## src/rtl/irq_nest_pkg.sv

```systemverilog
`timescale 1ns/1ps
// Package: shared constants and types for the nested interrupt controller.
// Assumes a fixed set of five sources; the index width follows from it.
package irq_nest_pkg;
    localparam int unsigned NSRC  = 5;
    localparam int unsigned IDX_W = $clog2(NSRC);

    typedef enum logic {
        LVL_LO = 1'b0,
        LVL_HI = 1'b1
    } lvl_e;
endpackage

```

## src/rtl/irq_nest_pend.sv

```systemverilog
`timescale 1ns/1ps
// Module: pending flag bank.
// Holds one pending flag per source. A set pulse wins over a clear in the same
// cycle, so a fresh request is never lost to the grant of its older instance.
// Assumes set pulses are already synchronised and latched upstream.
module irq_nest_pend #(
    parameter int unsigned N_SRC = 5
) (
    input  logic             clk,
    input  logic             rst_n,
    input  logic [N_SRC-1:0] set_i,
    input  logic [N_SRC-1:0] clr_i,
    output logic [N_SRC-1:0] pend_o
);
    logic [N_SRC-1:0] pend_q;

    // Update pending flags: clear the acknowledged source, then apply new requests.
    always_ff @(posedge clk) begin
        if (!rst_n) pend_q <= '0;
        else        pend_q <= (pend_q & ~clr_i) | set_i;
    end

    assign pend_o = pend_q;

    generate
        for (genvar g = 0; g < N_SRC; g++) begin : g_chk
            assert_set_sticks_R10: assert property (@(posedge clk) disable iff (!rst_n)
                set_i[g] |=> pend_q[g]);
        end
    endgenerate
endmodule

```

## src/rtl/irq_nest_arb.sv

```systemverilog
`timescale 1ns/1ps
// Module: two-level arbiter (combinational).
// Splits eligible requests into high and low pools. The high pool wins when no
// high handler runs. The low pool is used only when no handler runs at all.
// Inside the chosen pool, the lowest index wins. Assumes cand_i is already
// gated by the enables.
module irq_nest_arb #(
    parameter int unsigned N_SRC = 5,
    parameter int unsigned IDX_W = 3
) (
    input  logic [N_SRC-1:0] cand_i,
    input  logic [N_SRC-1:0] prio_i,
    input  logic             svc_lo_i,
    input  logic             svc_hi_i,
    input  logic             block_i,
    output logic             gnt_o,
    output logic [IDX_W-1:0] gnt_idx_o,
    output logic             gnt_hi_o,
    output logic [N_SRC-1:0] gnt_mask_o
);
    logic [N_SRC-1:0] hi_pool;
    logic [N_SRC-1:0] lo_pool;
    logic [N_SRC-1:0] pool;
    logic             use_hi;
    logic             use_lo;

    // Split candidates by level and decide which level may be served.
    always_comb begin
        hi_pool = cand_i & prio_i;
        lo_pool = cand_i & ~prio_i;
        use_hi  = (|hi_pool) && !svc_hi_i;
        use_lo  = !use_hi && (|lo_pool) && !svc_hi_i && !svc_lo_i;
        pool    = use_hi ? hi_pool : lo_pool;
    end

    // Fixed polling order inside the chosen level: lowest index wins.
    always_comb begin
        gnt_idx_o  = '0;
        gnt_mask_o = '0;
        for (int i = N_SRC - 1; i >= 0; i--) begin
            if (pool[i]) begin
                gnt_idx_o  = i[IDX_W-1:0];
                gnt_mask_o = '0;
                gnt_mask_o[i] = 1'b1;
            end
        end
        gnt_o    = !block_i && (use_hi || use_lo);
        gnt_hi_o = use_hi;
        if (!gnt_o) gnt_mask_o = '0;
    end
endmodule

```

## src/rtl/irq_nest_svc.sv

```systemverilog
`timescale 1ns/1ps
// Module: two-entry in-service stack.
// One flag per level. A grant sets the flag of its level. A return pulse clears
// the highest flag set, closing the innermost handler. Assumes the return
// pulse and a grant never arrive together; the arbiter blocks that case.
module irq_nest_svc (
    input  logic clk,
    input  logic rst_n,
    input  logic take_i,
    input  logic take_hi_i,
    input  logic ret_i,
    output logic lo_o,
    output logic hi_o
);
    logic lo_q;
    logic hi_q;

    // Push on grant, pop the innermost level on return.
    always_ff @(posedge clk) begin
        if (!rst_n) begin
            lo_q <= 1'b0;
            hi_q <= 1'b0;
        end else if (ret_i) begin
            if (hi_q) hi_q <= 1'b0;
            else      lo_q <= 1'b0;
        end else if (take_i) begin
            if (take_hi_i) hi_q <= 1'b1;
            else           lo_q <= 1'b1;
        end
    end

    assign lo_o = lo_q;
    assign hi_o = hi_q;

    assert_ret_pops_high_R8: assert property (@(posedge clk) disable iff (!rst_n)
        (ret_i && hi_q) |=> (!hi_q && (lo_q == $past(lo_q))));
    assert_ret_pops_low_R8: assert property (@(posedge clk) disable iff (!rst_n)
        (ret_i && !hi_q) |=> (!lo_q && !hi_q));
endmodule

```

## src/rtl/irq_nest_ctrl.sv

```systemverilog
`timescale 1ns/1ps
// Module: two-level nested interrupt priority controller (top).
// Holds the priority and enable registers. Gates pending requests, arbitrates
// them and registers a one-cycle grant strobe with index and level. A return
// pulse blocks arbitration in its own cycle. Assumes request inputs are
// latched pulses and that config writes come from a core-side register port.
module irq_nest_ctrl
    import irq_nest_pkg::*;
#(
    parameter int unsigned N_SRC = NSRC,
    parameter int unsigned IDX_W = $clog2(N_SRC)
) (
    input  logic             clk,
    input  logic             rst_n,
    input  logic [N_SRC-1:0] irq_i,
    input  logic             prio_we_i,
    input  logic [N_SRC-1:0] prio_i,
    input  logic             mask_we_i,
    input  logic [N_SRC-1:0] src_en_i,
    input  logic             glob_en_i,
    input  logic             reti_i,
    output logic             take_o,
    output logic [IDX_W-1:0] take_idx_o,
    output logic             take_hi_o,
    output logic [N_SRC-1:0] pend_o,
    output logic             svc_lo_o,
    output logic             svc_hi_o
);
    logic [N_SRC-1:0] prio_q;
    logic [N_SRC-1:0] en_q;
    logic             gen_q;
    logic [N_SRC-1:0] pend;
    logic [N_SRC-1:0] cand;
    logic             gnt;
    logic [IDX_W-1:0] gnt_idx;
    logic             gnt_hi;
    logic [N_SRC-1:0] gnt_mask;
    logic             svc_lo;
    logic             svc_hi;
    lvl_e             gnt_lvl;

    // Software-visible configuration: priority bits and enable mask.
    always_ff @(posedge clk) begin
        if (!rst_n) begin
            prio_q <= '0;
            en_q   <= '0;
            gen_q  <= 1'b0;
        end else begin
            if (prio_we_i) prio_q <= prio_i;
            if (mask_we_i) begin
                en_q  <= src_en_i;
                gen_q <= glob_en_i;
            end
        end
    end

    irq_nest_pend #(.N_SRC(N_SRC)) i_pend (
        .clk    (clk),
        .rst_n  (rst_n),
        .set_i  (irq_i),
        .clr_i  (gnt_mask),
        .pend_o (pend)
    );

    // Gate pending requests with per-source and global enables.
    always_comb cand = pend & en_q & {N_SRC{gen_q}};

    irq_nest_arb #(.N_SRC(N_SRC), .IDX_W(IDX_W)) i_arb (
        .cand_i     (cand),
        .prio_i     (prio_q),
        .svc_lo_i   (svc_lo),
        .svc_hi_i   (svc_hi),
        .block_i    (reti_i),
        .gnt_o      (gnt),
        .gnt_idx_o  (gnt_idx),
        .gnt_hi_o   (gnt_hi),
        .gnt_mask_o (gnt_mask)
    );

    irq_nest_svc i_svc (
        .clk       (clk),
        .rst_n     (rst_n),
        .take_i    (gnt),
        .take_hi_i (gnt_hi),
        .ret_i     (reti_i),
        .lo_o      (svc_lo),
        .hi_o      (svc_hi)
    );

    // Map the arbiter level bit onto the level type.
    always_comb gnt_lvl = gnt_hi ? LVL_HI : LVL_LO;

    // Register the grant strobe, index and level for the core.
    always_ff @(posedge clk) begin
        if (!rst_n) begin
            take_o     <= 1'b0;
            take_idx_o <= '0;
            take_hi_o  <= 1'b0;
        end else begin
            take_o <= gnt;
            if (gnt) begin
                take_idx_o <= gnt_idx;
                take_hi_o  <= (gnt_lvl == LVL_HI);
            end
        end
    end

    assign pend_o   = pend;
    assign svc_lo_o = svc_lo;
    assign svc_hi_o = svc_hi;

    assert_idx_range_R1: assert property (@(posedge clk) disable iff (!rst_n)
        take_o |-> (32'(take_idx_o) < N_SRC));
    assert_take_marks_level_R3: assert property (@(posedge clk) disable iff (!rst_n)
        take_o |-> (take_hi_o ? svc_hi : svc_lo));
    assert_no_peer_preempt_R4: assert property (@(posedge clk) disable iff (!rst_n)
        (gnt && !gnt_hi) |-> (!svc_lo && !svc_hi));
    assert_high_first_R5: assert property (@(posedge clk) disable iff (!rst_n)
        (gnt && (|(cand & prio_q)) && !svc_hi) |-> gnt_hi);
    assert_global_gate_R6: assert property (@(posedge clk) disable iff (!rst_n)
        !gen_q |-> !gnt);
    assert_single_clear_R7: assert property (@(posedge clk) disable iff (!rst_n)
        $onehot0(gnt_mask));
    assert_reti_blocks_R8: assert property (@(posedge clk) disable iff (!rst_n)
        reti_i |=> !take_o);
endmodule

```

## config.mk

```make
export PLATFORM = sky130hd
export DESIGN_NAME = irq_nest_ctrl
export DESIGN_NICKNAME = d
export VERILOG_FILES = /design/src/rtl/irq_nest_pkg.sv /design/src/rtl/irq_nest_pend.sv /design/src/rtl/irq_nest_arb.sv /design/src/rtl/irq_nest_svc.sv /design/src/rtl/irq_nest_ctrl.sv
export SDC_FILE = /design/constraint.sdc
export NUM_CORES = 1
export LEC_CHECK = 0
export BUFFER_PORTS_ARGS = -buffer_cell sky130_fd_sc_hd__buf_2
export CAP_MARGIN = 20
export CORE_AREA = 3 3 55 57
export DETAILED_ROUTE_END_ITERATION = 12
export DIE_AREA = 0 0 58 60
export MAX_ROUTING_LAYER = met4
export PLACE_DENSITY = 0.77
export SLEW_MARGIN = 20
export SYNTH_ARGS = -nofsm -noshare
export SYNTH_HDL_FRONTEND = slang
export SYNTH_SLANG_ARGS = --single-unit
export TNS_END_PERCENT = 50
```

## constraint.sdc

```tcl
create_clock -name clk -period 1.8 [get_ports clk]
set_input_delay 0.36 -clock clk [delete_from_list [all_inputs] [get_ports clk]]
set_output_delay 0.36 -clock clk [all_outputs]
set_load 0.03 [all_outputs]
```

==> out/results.txt <==
Vias/cell: 5.72
First-pass GRT wire length: 4980 um
Chip width: 58 um
Hold crit path type: in2reg
Minimum clock period: 1.81 ns
Std-Cell Rows: 18
Post-synth top area share: 0.391
Initial antenna violation count: 0
EDFF count, synth: 0
Post-DP HPWL: 2280 um
XOR/XNOR Fraction of Synth Area: 0.00744
Mux contribution to synthesized area: 0.0935
Routed WL per cell: 14.4 um
CP Buf/Inv Count: 1
DRC Markers: 0
FMAX: 551 MHz
Final setup violation count: 1
Largest net degree at the start of global routing: 19
Yosys warnings: 0
Worst setup EP type: flip-flop
Layout cells sized above 1: 0.355
RSZ-0062 raised after global routing: yes
Worst slew pin tran: 0.427 ns
Initial drt markers: 28
Static Leak: 0.676 nW
Area Overhead vs Synth: 26.5%
Placement Cell Area: 1440 sq um
# diodes: 0
Synth cell types: 41
Max Cap Viol: 0
IO buf count: 32
Final clock skew: 0.00163 ns
CTS Buffer Depth: 2
Post-Syn Instances: 133
Sequential share of the synthesized area: 0.391
Final Cell Area: 1490 sq um
Storage cell area: 472 sq um
Nets: 194
All-Layer GR Usage: 0.193
Worst Path Max Fanout: 11
P per Cell Area: 633 nW/um^2
Combinational family with the most area after synthesis: simple AND/OR/NAND/NOR gates
Starting Density: 0.467
Post-Synth Adder-Cell Area: 0
CTS tree: done
Vias: 1155
Worst EP required: 2.02 ns
Cts bufs inserted: 3
I/O pins: 33
Compound-Gate Fraction of Synth Area: 0.224
CP Launch Type: flip-flop
Max incr delay on CP: 0.37 ns
Drt first pass iters: 4
Routability cong.: 0.852
Worst-Skew Late Latency: 0.31 ns
Post-Syn Nets: 154
Area leader, netlist: dfxtp_1
Overall Power: 0.000943 W
Mapped cell area: 1180 sq um
Clock transition at path regs: 0.13 ns
Routed wire length: 2910 um
Total grt overflow: 0
Post-CTS Setup Inserts: 0
Ys flop type: dfxtp_1
Die area: 3480 sq um
Core region area: 2520 sq um
Status: complete, but fails checks
H-tree depth: 1
Ordered list of cells on the worst path: buf_12 -> nand3_4 -> o22a_4 -> a211o_1 -> a21o_1 -> o41a_1
VDD IR max: 0.000549 V
Final Hold Vio Count: 0
Synth area leaders: dfxtp_1 (39%), mux2i_1 (9.4%), nor2_1 (7.3%)
Failing checks: setup timing
CTS Sinks: 23
CP max-delay cell: dfxtp_2
Clock root cell: clkbuf_4
Crit path kind: reg2reg
Crit share post-route: 1.01
Avg Cell Area, Syn: 8.85 sq um
Fraction of registers with async set/reset: 0
Synthesized flop and latch total: 23
Finished Core Util: 0.590
Max_slew headroom: 0.715
Antenna-violating nets left: 0
Worst Path Arrival: 2.03 ns
Vias in the first global route: 1114
Post-Synth Simple-Gate Area: 0.245
Die height: 60 um
# fillers: 235
Largest delay share family, worst path: compound AO/OA/AOI/OAI gates
Fin worst setup slack: -0.0138 ns
Final Max Tran Viols: 0
Area of the multi-input gates: 701 sq um
-- cell usage in the layout, fill, tap and decap left out, types with 3 or more instances in the layout --
master and n:
clkbuf_4 3, dfxtp_2 6, nor2_1 23, buf_2 32, nand2_1 5, dfxtp_1 16, nand4b_1 4, nor3_1 3
a21oi_1 5, nand4_1 4, inv_1 4, mux2i_1 11, buf_4 7, o21ai_0 6
-- metrics by stage --
stage,cells,hold slack (ns),setup TNS (ns),setup WS (ns)
3_3_place_gp,198,0.447,0,0.0214
4_1_cts,202,0.257,0,0.00347
6_report,202,0.259,-0.0138,-0.0138
2_1_floorplan,133,0.439,0,0.00870
3_5_place_dp,198,0.456,-0.0154,-0.0154
5_1_grt,202,0.269,-0.102,-0.0609
-- flip-flops by register name, summed over array words and instances (netlist names) --
signal and cells:
i_svc.hi_o 1, take_hi_o 1, prio_q 5, i_svc.lo_o 1
en_q 5, gen_q 1, i_pend.pend_o 5, take_o 1
take_idx_o 3
-- layout make-up --
class | count | area share
Multi-Input combinational cell | 100 | 0.471
Sequential cell | 23 | 0.317
Timing Repair Buffer | 40 | 0.156
Clock inverter | 1 | 0.00336
Inverter | 5 | 0.0126
Tap cell | 30 | 0.0252
Clock buffer | 3 | 0.0151
-- cells by family after synthesis --
group,Yosys count
simple gates,52
compound gates,36
flops,23
mux,11
buf+inv,10
xor+xnor,1
-- power by group --
part | leakage [nW] | switching, W | internal [W]
registers | 0.191 | 0.0000287 | 0.000534
logic | 0.467 | 0.0000762 | 0.0000598
clock network | 0.0177 | 0.000161 | 0.0000832
total | 0.676 | 0.000266 | 0.000677
-- worst paths after layout --
| kind | start | endpoint | slack [ns] | cells past startpoint |
|---|---|---|---|---|
| hold reg to reg | take_idx_o[0]$_SDFFE_PN0P_ | take_idx_o[0]$_SDFFE_PN0P_ | 0.49 | 2 |
| setup / recovery | gen_q$_SDFFE_PN0P_ | i_pend.pend_o[4]$_SDFF_PN0_ | -0.01 | 6 |
| setup reg to reg | gen_q$_SDFFE_PN0P_ | i_pend.pend_o[4]$_SDFF_PN0_ | -0.01 | 6 |
| hold / removal | reti_i | i_svc.hi_o$_SDFFE_PP0P_ | 0.26 | 2 |
-- Yosys cell counts, types with 2 or more instances --
| master | n |
|---|---|
| o21a_1 | 2 |
| o21ai_0 | 6 |
| a2bb2oi_1 | 2 |
| clkbuf_1 | 4 |
| or3_1 | 2 |
| o21ai_1 | 2 |
| a21oi_1 | 5 |
| nand4_1 | 4 |
| nand2b_1 | 2 |
| nand3_1 | 3 |
| inv_1 | 4 |
| nand4_2 | 2 |
| nor3_1 | 3 |
| dfxtp_1 | 23 |
| o41ai_1 | 2 |
| nand4b_1 | 4 |
| nor2_1 | 23 |
| a31oi_1 | 2 |
| o221ai_1 | 2 |
| mux2i_1 | 11 |
| nand2_1 | 5 |
-- what timing repair did --
action                                  4_1_cts  5_1_grt
endpoints found under the setup margin        3        5
pin swaps                                     0        3
resized for setup                             1        5
hold buffers                                  0        0
-- worst register-to-register path, delay by kind of cell, from the launching register on --
family,cells,cell delay (ns)
buffers and inverters,1,0.14
flip-flops,1,0.37
AND/OR/NAND/NOR,1,0.09
AO/OA/AOI/OAI,4,1.12
-- routing by layer --
layer	GRT usage	part of all wire
met1	0.248	0.45
met2	0.305	0.48
met3	0.0324	0.053
met4	0.0695	0.014
met5	-	0
Note: power is estimated with default switching activity, not from simulation.
